## src/rtl/tmo_pkg.sv

```systemverilog
package tmo_pkg;
    localparam int CODE_W = 4;
    localparam int NUM_CH = 3;
    localparam int CNT_W  = (1 << CODE_W) - 1;
    localparam int CH_HTH = 0;
    localparam int CH_GEN = 1;
    localparam int CH_SEL = 2;

    typedef logic [CODE_W-1:0] code_t;
    typedef logic [CNT_W-1:0]  tcnt_t;

    typedef struct packed {
        logic  run;
        tcnt_t cnt;
    } chan_state_t;

    // Number of base ticks for a code; 0 means disabled.
    function automatic tcnt_t code_to_ticks(code_t c);
        tcnt_t one;
        one = tcnt_t'(1);
        if (c == '0)
            return '0;
        return one << (c - code_t'(1));
    endfunction
endpackage

```

## src/rtl/tmo_prescale.sv

```systemverilog
module tmo_prescale #(
    parameter int TICK_CYC = 25000
) (
    input  logic clk,
    input  logic rst,
    output logic tick
);
    localparam int PW = (TICK_CYC > 2) ? $clog2(TICK_CYC) : 1;

    logic [PW-1:0] pcnt;

    assign tick = (pcnt == PW'(TICK_CYC - 1));

    always_ff @(posedge clk) begin
        if (rst || tick)
            pcnt <= '0;
        else
            pcnt <= pcnt + PW'(1);
    end
endmodule

```

## src/rtl/tmo_chan.sv

```systemverilog
module tmo_chan
    import tmo_pkg::*;
(
    input  logic  clk,
    input  logic  rst,
    input  logic  tick,
    input  logic  restart,
    input  code_t code,
    output logic  expire
);
    chan_state_t st;

    always_ff @(posedge clk) begin
        if (rst) begin
            st     <= '0;
            expire <= 1'b0;
        end else begin
            expire <= 1'b0;
            if (restart) begin
                st.cnt <= code_to_ticks(code);
                st.run <= (code != '0);
            end else if (st.run && tick) begin
                if (st.cnt == tcnt_t'(1)) begin
                    st.run <= 1'b0;
                    expire <= 1'b1;
                end
                st.cnt <= st.cnt - tcnt_t'(1);
            end
        end
    end
endmodule

```

## src/rtl/tmo_wdog.sv

```systemverilog
module tmo_wdog #(
    parameter int RELOAD_W = 8,
    parameter int UNIT     = 16
) (
    input  logic                clk,
    input  logic                rst,
    input  logic                load_we,
    input  logic [RELOAD_W-1:0] load_val,
    input  logic                restart,
    output logic                fire
);
    localparam int SW = $clog2(UNIT);

    logic [RELOAD_W-1:0] reload;
    logic [RELOAD_W-1:0] units;
    logic [SW-1:0]       sub;
    logic                run;

    always_ff @(posedge clk) begin
        if (rst) begin
            reload <= '0;
            units  <= '0;
            sub    <= '0;
            run    <= 1'b0;
            fire   <= 1'b0;
        end else begin
            fire <= 1'b0;
            if (load_we) begin
                reload <= load_val;
                units  <= load_val;
                sub    <= '0;
                run    <= (load_val != '0);
            end else if (restart) begin
                units <= reload;
                sub   <= '0;
                run   <= (reload != '0);
            end else if (run) begin
                sub <= sub + SW'(1);
                if (sub == SW'(UNIT - 1)) begin
                    if (units == RELOAD_W'(1)) begin
                        run  <= 1'b0;
                        fire <= 1'b1;
                    end
                    units <= units - RELOAD_W'(1);
                end
            end
        end
    end
endmodule

```

## src/rtl/bus_timeout_timers.sv

```systemverilog
module bus_timeout_timers
    import tmo_pkg::*;
#(
    parameter int CLK_HZ   = 250_000_000,
    parameter int TICK_HZ  = 10_000,
    parameter int WDT_W    = 8,
    parameter int WDT_UNIT = 16
) (
    input  logic              clk,
    input  logic              rst,
    input  logic              tctl0_we,
    input  logic              tctl1_we,
    input  logic              wdt_we,
    input  logic [7:0]        wdata,
    input  logic [NUM_CH-1:0] restart,
    input  logic              xfer_pulse,
    input  logic              stat_rd,
    input  logic [NUM_CH-1:0] irq_en,
    output logic [NUM_CH-1:0] status,
    output logic              irq,
    output logic              wdt_fire
);
    localparam int TICK_CYC = CLK_HZ / TICK_HZ;

    code_t [NUM_CH-1:0] codes;
    code_t [NUM_CH-1:0] code_nxt;
    logic  [NUM_CH-1:0] restart_eff;
    logic  [NUM_CH-1:0] chan_exp;
    logic               tick;

    always_comb begin
        code_nxt    = codes;
        restart_eff = restart;
        if (tctl0_we) begin
            code_nxt[CH_HTH]    = wdata[7:4];
            code_nxt[CH_SEL]    = wdata[3:0];
            restart_eff[CH_HTH] = 1'b1;
            restart_eff[CH_SEL] = 1'b1;
        end
        if (tctl1_we) begin
            code_nxt[CH_GEN]    = wdata[3:0];
            restart_eff[CH_GEN] = 1'b1;
        end
    end

    always_ff @(posedge clk) begin
        if (rst) begin
            codes  <= '0;
            status <= '0;
        end else begin
            codes  <= code_nxt;
            status <= (stat_rd ? '0 : status) | chan_exp;
        end
    end

    assign irq = |(status & irq_en);

    tmo_prescale #(.TICK_CYC(TICK_CYC)) u_pre (
        .clk  (clk),
        .rst  (rst),
        .tick (tick)
    );

    for (genvar g = 0; g < NUM_CH; g++) begin : g_chan
        tmo_chan u_chan (
            .clk     (clk),
            .rst     (rst),
            .tick    (tick),
            .restart (restart_eff[g]),
            .code    (code_nxt[g]),
            .expire  (chan_exp[g])
        );
    end

    tmo_wdog #(.RELOAD_W(WDT_W), .UNIT(WDT_UNIT)) u_wdog (
        .clk      (clk),
        .rst      (rst),
        .load_we  (wdt_we),
        .load_val (wdata[WDT_W-1:0]),
        .restart  (xfer_pulse),
        .fire     (wdt_fire)
    );
endmodule

```

## config.mk

```make
export PLATFORM = sky130hd
export DESIGN_NAME = bus_timeout_timers
export DESIGN_NICKNAME = d
export VERILOG_FILES = /design/src/rtl/tmo_pkg.sv /design/src/rtl/tmo_prescale.sv /design/src/rtl/tmo_chan.sv /design/src/rtl/tmo_wdog.sv /design/src/rtl/bus_timeout_timers.sv
export SDC_FILE = /design/constraint.sdc
export NUM_CORES = 1
export LEC_CHECK = 0
export BUFFER_PORTS_ARGS = -buffer_cell sky130_fd_sc_hd__buf_4
export CAP_MARGIN = 20
export CORE_UTILIZATION = 67
export DETAILED_ROUTE_END_ITERATION = 10
export GPL_TIMING_DRIVEN = 0
export PLACE_DENSITY = 0.86
export SKIP_CTS_REPAIR_TIMING = 1
export SYNTH_ARGS = -nofsm -noshare
export SYNTH_HDL_FRONTEND = slang
export SYNTH_SLANG_ARGS = --single-unit
```

## constraint.sdc

```tcl
create_clock -name clk -period 6.82 [get_ports clk]
set_input_delay 0 -clock clk [delete_from_list [all_inputs] [get_ports clk]]
set_output_delay 0 -clock clk [all_outputs]
set_load 0.05 [all_outputs]
```

==> results of run 1 <==
[logic make-up (layout without fill, tap and decap cells)]
family,after synthesis,in the layout,synth area share (%)
simple gates,366,366,31.51
compound gates,183,183,20.53
flops,103,103,35.06
buf+inv,64,104,4.170
xor+xnor,27,27,4.021
mux,15,15,2.574
fa+ha+maj,10,10,2.128
[cell type report]
cell class / instances / area, um2
well taps: 105 / 131.4
clock inverters: 7 / 55.05
clock buffers: 9 / 123.9
plain buffers: 44 / 170.2
inverters: 20 / 75.07
fillers: 626 / 1962
multi-input cells: 601 / 3573
repair buffers: 24 / 187.7
flip-flops and latches: 103 / 2062
[registers in the layout, indices dropped and copies added, names as in the netlist]
name                  count
status                    3
g_chan.u_chan.st         48
u_wdog.reload             8
u_wdog.run                1
u_wdog.units              8
codes                    12
u_pre.pcnt               15
g_chan.u_chan.expire      3
u_wdog.fire               1
u_wdog.sub                4
[per-stage QoR]
step	setup WS [ps]	util, %	power, mW	hold slack [ps]
after floorplan	4468	-	0.8657	147.4
after global placement	3745	73.97	0.9289	317.2
after detailed placement	3839	73.97	0.9389	325.0
after CTS	3780	76.12	1.290	-55.00
after global routing	3462	76.48	1.353	1.065
final	3635	76.48	1.302	-43.59
[cell usage after synthesis, types with 9 or more instances]
cell      count  area [um2]
nand2b_1     15       93.84
o21ai_0      23       115.1
mux2i_1      14       140.1
clkbuf_1     37       138.9
ha_1         10       125.1
xnor2_1      12       105.1
nor2b_1      10       62.56
inv_1        19       71.32
xor2_1       15       131.4
or3_1         9       56.30
a21oi_1      66       330.3
nand4_1      16       100.1
or4_1         9       67.56
nand2_1      49       183.9
nor2_1      121       454.2
dfxtp_1     103        2062
nand3_1      27       135.1
nor4_1       24       150.1
nor3_1       46       230.2
a22oi_1       9       67.56
[per-layer routing]
layer	global-route usage, %	wire length (um)	vias to the layer above	share of wire, %
met3	6.938	1556	55	9.6
li1	-	-	2890	-
met4	12.81	512	0	3.2
met1	45.96	6661	2780	41
met2	60.60	7507	350	46
met5	0	0	-	0
[critical path: stages (launching register included)]
cell      delay [ps]
dfxtp_1          360
or4b_1           510
buf_2            170
nor4_2           770
clkbuf_1         440
nand4_1          200
nor4_1           560
[cell usage in the layout, fill, tap and decap left out, types with 4 or more instances in the layout]
| cell | count |
|---|---|
| o2bb2ai_1 | 6 |
| nand2_1 | 49 |
| and3_1 | 7 |
| a22oi_1 | 9 |
| o21a_1 | 7 |
| or2_2 | 8 |
| clkbuf_8 | 9 |
| a21oi_1 | 66 |
| nand3b_1 | 5 |
| nor3_1 | 46 |
| o22ai_1 | 4 |
| nor3b_1 | 4 |
| nand2b_1 | 15 |
| mux2i_1 | 14 |
| a32oi_1 | 8 |
| o31ai_1 | 4 |
| dfxtp_1 | 103 |
| o211ai_1 | 6 |
| nand3_1 | 27 |
| nor2_1 | 121 |
| ha_1 | 10 |
| or4_1 | 9 |
| buf_2 | 4 |
| o21ai_0 | 23 |
| nor4_1 | 24 |
| nand4_1 | 16 |
| o32ai_1 | 5 |
| xor2_1 | 15 |
| inv_1 | 19 |
| xnor2_1 | 12 |
| or3_1 | 9 |
| buf_4 | 21 |
| a31oi_1 | 7 |
| clkbuf_1 | 37 |
| nor2b_1 | 10 |
| a211oi_1 | 6 |
[power by group through the flow]
| stage | Sequential [mW] | Combinational (mW) | Clock (mW) |
|---|---|---|---|
| after global placement | 0.670 | 0.259 | 0 |
| after CTS | 0.658 | 0.269 | 0.363 |
| after floorplan | 0.664 | 0.201 | 0 |
| final | 0.660 | 0.279 | 0.362 |
| after global routing | 0.664 | 0.304 | 0.385 |
| after detailed placement | 0.672 | 0.267 | 0 |
[final timing paths]
kind	start	to
worst max-delay path	u_pre.pcnt[9]	g_chan[1].u_chan.expire
worst min-delay path	wdata[7]	u_wdog.reload[7]
worst max register to register	u_pre.pcnt[9]	g_chan[1].u_chan.expire
worst min register to register	u_pre.pcnt[0]	u_pre.pcnt[0]
==> impl_results.md, run 1 <==
* Vias per std cell at 6.654
* CTS tree: built
* Max Freq at 0.3140 GHz
* GP Congestion at 0.9657
* First-pass iteration count of the detailed router at 7
* Clock Power Share at 27.8%
* Most used flip-flop cell after synthesis: dfxtp_1
* Internal power at 873.5 uW
* Share of post-route cells with drive strength above 1 at about 7%
* GRT overflow at 0
* Max transition margin at 35.04%
* Final count of negative-setup-slack endpoints at 0
* Antenna Cells at 0
* Seq/Total Area, Yosys at 35.06%
* Yosys warns at 0
* CP Launch Type: flop
* Vias in the first global route at 5423
* Placed cells at 894
* Crit path max fanout at 10
* Total Routed Length at 16240 um
* Antenna violations before repair at 0
* Clk sinks at 103
* Pin count of the biggest net entering global routing at 19
* R2R Setup Slk at ~3600 ps
* Asr flop ratio synth at 0%
* Detail Route Antenna Nets at 0
* Switching Fraction at 32.88%
* Worst Path Arrival at between 3000 and 4000 ps
* Worst-margin pin slew at roughly 970 ps
* Root Buffer: clkbuf_8
* Post-placement cell area at just over 6000 um2
* Setup TNS at 0 ps
* Mapped cell area at a little under 6000 um2
* Sequential share of power at 50.7%
* Max_cap viols at 0
* Lkg Pwr at 2.339 nW
* Final Hold Viols at 4
* Hpwl dp at approximately 12000 um
* Hold path cells at 3
* Design area at 6379 um2
* Die footprint at 9156 um2
* Final Cycle Share at a little under half
* Max clock buf depth at 2
* P per Cell Area at 204.0 nW/um2
* Synth Register Bits at between 100 and 150
* Row cnt at 33
* I/O Buffers at 21
* Avg Cell Area, Syn at around 7.7 um2
* Wire per inst at 17.79 um
* Mapped Cells at 768
* Syn Nets at 799
* Initial Utilization at 70.51%
* CTS Buf Count at 9
* Synth unique cells at a little under 70
* Setup CP Type: reg -> reg
* Core area at 8341 um2
* GR Util All Layers at between 30% and 40%
* Clk pin slew, worst setup/hold paths at 100 ps
* Worst r2r path cells at 6
* WP data required at between 7000 and 8000 ps
* Drt drc at 0
* I/O pins at 26
* Final setup skew at 14.78 ps
* Die W at 95.69 um
* Fin cells at 913
* NumNets Final at 834
* Failing checks: negative hold slack
* Via count at 6075
* Status: finished with violations
* Htree depth at 3
* RSZ-0062 raised after global routing: no
* Min Clock Period, post-route at approximately 3200 ps
* Area growth, synth to finish at 8.468%
* Number of synthesized flops with an enable pin at 0
* Clock Latency Late Sink at 370 ps
* Worst min path class: in -> reg
* Crit. End Element: flop
* Initial drt markers at 603
* Worst VDD drop at 0.0001664 V
* Logic pwr share at 21.4%
* P_sw at between 400 and 500 uW
* Hold_ws at -43.59 ps
* Max-slew violations at 0
* Die Y at 95.69 um
* First-pass GRT wire length at 25670 um
No activity file was read; power rests on OpenSTA's default activity.
==> run 2: changes to the inputs <==
- CORE_UTILIZATION: 67 -> 56
- PLACE_DENSITY: 0.86 -> 0.76
- clock period: 6.82 -> 2.7 ns (I/O delays scaled with it)
==> impl_results.md, run 2 (synthesis gave the netlist of run 1 again) <==
* Status: finished with violations (unchanged)
* Failing checks: negative hold slack (unchanged)
* Lkg Pwr at 2.432 nW (was 2.339 nW)
* Layout fillers at 907 (was 626)
* Clk pin slew, worst setup/hold paths at 100 ps (about the same)
* Fin cells at 948 (was 913)
* Antenna Cells at 0 (unchanged)
* Clock Latency Late Sink at 400 ps (was 370 ps)
* Vias in the first global route at 5584 (was 5423)
* Min Clock Period, post-route at 2644 ps (was 3185 ps)
* GP Congestion at 0.9150 (was 0.9657)
* Reg area at 2062 um2 (unchanged)
* Setup TNS at 0 ps (unchanged)
* Worst VDD drop at 0.0004598 V (was 0.0001664 V)
* Met2 WL post-DR at 8259 um (was 7507 um)
* Area occupied by multi-input gates at 3603 um2 (was 3573 um2)
* CP max-delay cell: nor4_4 (was nor4_2)
* Area growth, synth to finish at 11.85% (was 8.468%)
* NumNets Final at 838 (was 834)
* Pin count of the biggest net entering global routing at 18 (was 19)
* Sequential share of power at 45.5% (was 50.7%)
* Crit path max fanout at 10 (unchanged)
* Max Freq at 0.3782 GHz (was 0.3140 GHz)
* GR Util All Layers at 31.51% (was 36.07%)
* Die footprint at 10920 um2 (was 9156 um2)
* Core area at 10230 um2 (was 8341 um2)
* Initial Utilization at 57.48% (was 70.51%)
* CP Launch Type: flop (unchanged)
* Commonest non-fill, non-tap cells in the layout: nor2_1 (121), dfxtp_1 (103), a21oi_1 (66), nand2_1 (49), nor3_1 (46) (unchanged)
* P per Cell Area at 556.8 nW/um2 (was 204.0 nW/um2)
* Largest regs: g_chan.u_chan.st (48), u_pre.pcnt (15), codes (12) (unchanged)
* Slowest stage delay, CP at 500 ps (was 770 ps)
* Clk sinks at 103 (unchanged)
* Total Routed Length at 17250 um (was 16240 um)
* WP data required at 2960 ps (was 7020 ps)
* GRT overflow at 0 (unchanged)
* CTS Buf Count at 9 (unchanged)
* Max clock buf depth at 2 (unchanged)
* Initial drt markers at 733 (was 603)
* DR top layer: met4 (unchanged)
* Hold_ws at -18.61 ps (was -43.59 ps)
* Max reg flops at 48 (unchanged)
* WL met1 at 7165 um (was 6661 um)
* Delay-heaviest family, CP: simple AND/OR/NAND/NOR gates (unchanged)
* Internal power at 2.576 mW (was 873.5 uW)
* Max-slew violations at 0 (unchanged)
* Antenna violations before repair at 0 (unchanged)
* Final Hold Viols at 3 (was 4)
* Worst min path class: in -> reg (unchanged)
* Crit. End Element: flop (unchanged)
* Total power at 3.662 mW (was 1.302 mW)
* Drt drc at 0 (unchanged)
* Leading cell type in the layout, fill and taps excluded: nor2_1 (unchanged)
* Share of post-route cells with drive strength above 1 at 7.512% (was 7.178%)
* Max_cap viols at 0 (unchanged)
* Htree depth at 3 (unchanged)
* Clock Power Share at 35.1% (was 27.8%)
* First-pass GRT wire length at 27480 um (was 25670 um)
* Die Y at 104.5 um (was 95.69 um)
* Placed cells at 925 (was 894)
* I/O Buffers at 21 (unchanged)
* Max transition margin at 35.36% (was 35.04%)
* Hpwl dp at 12250 um (was 11740 um)
* R2R Setup Slk at 60 ps (was 3640 ps)
* Final Cycle Share at 97.94% (was 46.70%)
* Critical path, cell by cell: or4b_1 > buf_2 > nor4_4 > clkbuf_2 > nand4_1 > nor4_2 (was or4b_1 > buf_2 > nor4_2 > clkbuf_1 > nand4_1 > nor4_1)
* Die W at 104.5 um (was 95.69 um)
* Row cnt at 37 (was 33)
* Worst Path Arrival at 2900 ps (was 3390 ps)
* Wire per inst at 18.19 um (was 17.79 um)
* Worst-margin pin slew at 967.5 ps (was 966.4 ps)
* Root Buffer: clkbuf_8 (unchanged)
* CTS tree: built (unchanged)
* Setup CP Type: reg -> reg (unchanged)
* Wire length on met3 at 1259 um (was 1556 um)
* First-pass iteration count of the detailed router at 9 (was 7)
* Logic pwr share at 19.4% (was 21.4%)
* Detail Route Antenna Nets at 0 (unchanged)
* Final setup skew at 14.25 ps (was 14.78 ps)
* Worst Path Buf+Inv at 2 (unchanged)
* I/O pins at 26 (unchanged)
* Vias per std cell at 6.444 (was 6.654)
* Switching Fraction at 29.66% (was 32.88%)
* RSZ-0062 raised after global routing: no (unchanged)
* Top reg by flops: g_chan.u_chan.st (unchanged)
* Final count of negative-setup-slack endpoints at 0 (unchanged)
* Via count at 6109 (was 6075)
* P_sw at 1.086 mW (was 428.0 uW)
[run 2: changes by cell type in the layout (fill, tap and decap cells not counted), sizes merged]
cell / before / now
dlygate4sd3: 3 / 7
bufinv: 0 / 4
clkinv: 3 / 1
inv: 22 / 20
[run 2: area by class of cell]
class,instances,area share [%]
Buffer,44,2.606
Clock inverter,7,2.188
Multi-Input combinational cell,601,54.78
Timing Repair Buffer,28,3.462
Tap cell,136,2.587
Inverter,20,1.141
Sequential cell,103,31.35
Clock buffer,9,1.883
[run 2: metal layers]
metal,global-route usage (%),up-vias
li1,-,2900
met1,39.80,2855
met2,52.98,292
met3,5.890,62
met4,12.14,0
met5,0,-
[run 2: power groups by stage]
stage	logic [mW]	registers, mW	clock network [mW]
global route	0.774	1.68	1.35
finish	0.711	1.67	1.28
floorplan	0.508	1.68	0
CTS	0.687	1.66	1.30
global placement	0.662	1.69	0
detailed placement	0.680	1.70	0
[run 2: worst reg2reg max path, cell delays in order, from the launching register on]
cell and delay (ps):
dfxtp_1 420, or4b_1 440, buf_2 180, nor4_4 500, clkbuf_2 340, nand4_1 190, nor4_2 450
[run 2: worst paths after layout]
| path | startpoint | to | cells after the start |
|---|---|---|---|
| worst min register to register | g_chan[0].u_chan.expire | status[0] | 2 |
| worst max-delay path | u_pre.pcnt[5] | g_chan[1].u_chan.expire | 6 |
| worst max register to register | u_pre.pcnt[5] | g_chan[1].u_chan.expire | 6 |
| worst min-delay path | wdata[1] | codes[5] | 3 |
[run 2: stage by stage]
stage | area [um2] | util [%] | worst slack (ps)
floorplan | 5881 | - | 347.8
global placement | 6208 | 60.68 | -286.5
detailed placement | 6208 | 60.68 | -199.6
CTS | 6476 | 63.30 | -249.7
global route | 6578 | 64.29 | 18.09
finish | 6578 | 64.29 | 55.67
==> run 3: changes to the inputs <==
- CORE_UTILIZATION: 56 -> 62
- MAX_ROUTING_LAYER: not set -> met4
- PLACE_DENSITY: 0.76 -> 0.8
- clock period: 2.7 -> 2.9 ns (I/O delays scaled with it)
==> impl_results.md, run 3 (synthesis gave the netlist of run 1 again) <==
* WP data required at 3120 ps (was 2960 ps)
* Commonest non-fill, non-tap cells in the layout: nor2_1 (121), dfxtp_1 (103), a21oi_1 (66), nand2_1 (49), nor3_1 (46) (unchanged)
* Clock Power Share at 26.9% (was 35.1%)
* First-pass GRT wire length at 26900 um (was 27480 um)
* Lkg Pwr at 2.361 nW (was 2.432 nW)
* I/O Buffers at 21 (unchanged)
* Largest regs: g_chan.u_chan.st (48), u_pre.pcnt (15), codes (12) (unchanged)
* Leading cell type in the layout, fill and taps excluded: nor2_1 (unchanged)
* Hpwl dp at 12280 um (was 12250 um)
* Via count at 6119 (was 6109)
* Die W at 99.39 um (was 104.5 um)
* Min Clock Period, post-route at 2869 ps (was 2644 ps)
* First-pass iteration count of the detailed router at 7 (was 9)
* GP Congestion at 0.9487 (was 0.9150)
* Die footprint at 9878 um2 (was 10920 um2)
* Worst-margin pin slew at 997.5 ps (was 967.5 ps)
* Status: finished with violations (unchanged)
* Layout fillers at 789 (was 907)
* Internal power at 2.070 mW (was 2.576 mW)
* Max clock buf depth at 2 (unchanged)
* I/O pins at 26 (unchanged)
* Reg area at 2062 um2 (unchanged)
* Max_cap viols at 0 (unchanged)
* Antenna violations before repair at 0 (unchanged)
* Top reg by flops: g_chan.u_chan.st (unchanged)
* Initial drt markers at 452 (was 733)
* Max reg flops at 48 (unchanged)
* Final Cycle Share at 98.93% (was 97.94%)
* Clk pin slew, worst setup/hold paths at 100 ps (about the same)
* Fin util at 69.59% (was 64.29%)
* CTS tree: built (unchanged)
* Switching Fraction at 31.62% (was 29.66%)
* Failing checks: negative hold slack (unchanged)
* Max Freq at 0.3486 GHz (was 0.3782 GHz)
* Worst VDD drop at 0.0004410 V (was 0.0004598 V)
* Slowest stage delay, CP at 520 ps (was 500 ps)
* Critical path, cell by cell: or4b_1 > buf_2 > nor4_4 > clkbuf_1 > nand4_1 > nor4_2 (was or4b_1 > buf_2 > nor4_4 > clkbuf_2 > nand4_1 > nor4_2)
* CP max-delay cell: nor4_4 (unchanged)
* Worst Path Arrival at 3090 ps (was 2900 ps)
* Crit path max fanout at 10 (unchanged)
* P per Cell Area at 472.9 nW/um2 (was 556.8 nW/um2)
* Antenna Cells at 0 (unchanged)
* Hold_ws at -14.96 ps (was -18.61 ps)
* Row cnt at 35 (was 37)
* Pin count of the biggest net entering global routing at 16 (was 18)
* Final setup skew at 15.75 ps (was 14.25 ps)
* Total Routed Length at 16780 um (was 17250 um)
* Final count of negative-setup-slack endpoints at 0 (unchanged)
* Detail Route Antenna Nets at 0 (unchanged)
* Root Buffer: clkbuf_8 (unchanged)
* Clk sinks at 103 (unchanged)
* Max transition margin at 33.35% (was 35.36%)
* RSZ-0062 raised after global routing: no (unchanged)
* Wire per inst at 18.24 um (was 18.19 um)
* NumNets Final at 835 (was 838)
* Vias per std cell at 6.651 (was 6.444)
* CTS Buf Count at 9 (unchanged)
* Setup CP Type: reg -> reg (unchanged)
* Crit. End Element: flop (unchanged)
* Initial Utilization at 63.95% (was 57.48%)
* GR Util All Layers at 35.15% (was 31.51%)
* Share of post-route cells with drive strength above 1 at 6.922% (was 7.512%)
* Drt drc at 0 (unchanged)
* Fin worst setup slack at 31.09 ps (was 55.67 ps)
* Htree depth at 3 (unchanged)
* Final Hold Viols at 2 (was 3)
* Die Y at 99.39 um (was 104.5 um)
* Worst min path class: in -> reg (unchanged)
* P_sw at 957.1 uW (was 1.086 mW)
* Core area at 9196 um2 (was 10230 um2)
* Area growth, synth to finish at 8.830% (was 11.85%)
* Clock Latency Late Sink at 380 ps (was 400 ps)
* Fin cells at 920 (was 948)
* Placed cells at 900 (was 925)
* Max-slew violations at 0 (unchanged)
* Worst slack, placed at -110.3 ps (was -199.6 ps)
* CP Launch Type: flop (unchanged)
* Area occupied by multi-input gates at 3588 um2 (was 3603 um2)
* Sequential share of power at 51.2% (was 45.5%)
* Logic pwr share at 21.9% (was 19.4%)
* Vias in the first global route at 5693 (was 5584)
* GRT overflow at 0 (unchanged)
run 3: changes by cell type in the layout (fill, tap and decap cells not counted):
cell	change
nor4_4	-1
bufinv_16	-4
clkinv_2	+2
dlygate4sd3_1	-3
clkbuf_2	-1
nor4_1	+1
clkinv_4	+1
clkbuf_1	+4
inv_6	-1
clkinvlp_4	-2
clkbuf_8	+1
run 3: area by class of cell:
class	count	area share, %
clock inverters	3	0.2933
well taps	111	2.170
multi-input cells	601	56.07
inverters	20	1.173
plain buffers	44	2.659
flip-flops and latches	103	32.22
repair buffers	25	3.089
clock buffers	13	2.326
run 3: path summary, 6_finish.rpt:
check | from | endpoint | slack (ps) | cells after the start
worst max-delay path | u_pre.pcnt[6] | g_chan[1].u_chan.expire | 30 | 6
worst min-delay path | tctl1_we | codes[5] | -10 | 3
worst max register to register | u_pre.pcnt[6] | g_chan[1].u_chan.expire | 30 | 6
worst min register to register | g_chan[2].u_chan.expire | status[2] | 450 | 2
run 3: per-stage QoR:
stage          instance area, um2  setup TNS (ps)  power, mW
2_1_floorplan                5881               0      2.036
3_3_place_gp                 6177          -78.83      2.194
3_5_place_dp                 6177          -110.3      2.217
4_1_cts                      6345          -150.4      3.018
5_1_grt                      6400               0      3.169
6_report                     6400               0      3.027
run 3: layer usage:
metal | global-route usage [%] | vias to the layer above | part of all wire, %
met5 | - | - | 0
met4 | 18.10 | 0 | 4.3
met3 | 5.833 | 81 | 7.9
met2 | 56.09 | 326 | 46
met1 | 42.91 | 2821 | 41
li1 | - | 2891 | -
run 3: critical path, delay by kind of cell (launching register included):
family                 cells  cell delay, ps
AND/OR/NAND/NOR            4            1730
buffers and inverters      2             630
flip-flops                 1             360
run 3: power by group through the flow:
stage / combinational (mW) / sequential (mW) / clock (mW)
after global placement: 0.617 / 1.58 / 0
final: 0.662 / 1.55 / 0.814
after floorplan: 0.473 / 1.56 / 0
after detailed placement: 0.636 / 1.58 / 0
after global routing: 0.724 / 1.56 / 0.886
after CTS: 0.640 / 1.55 / 0.830
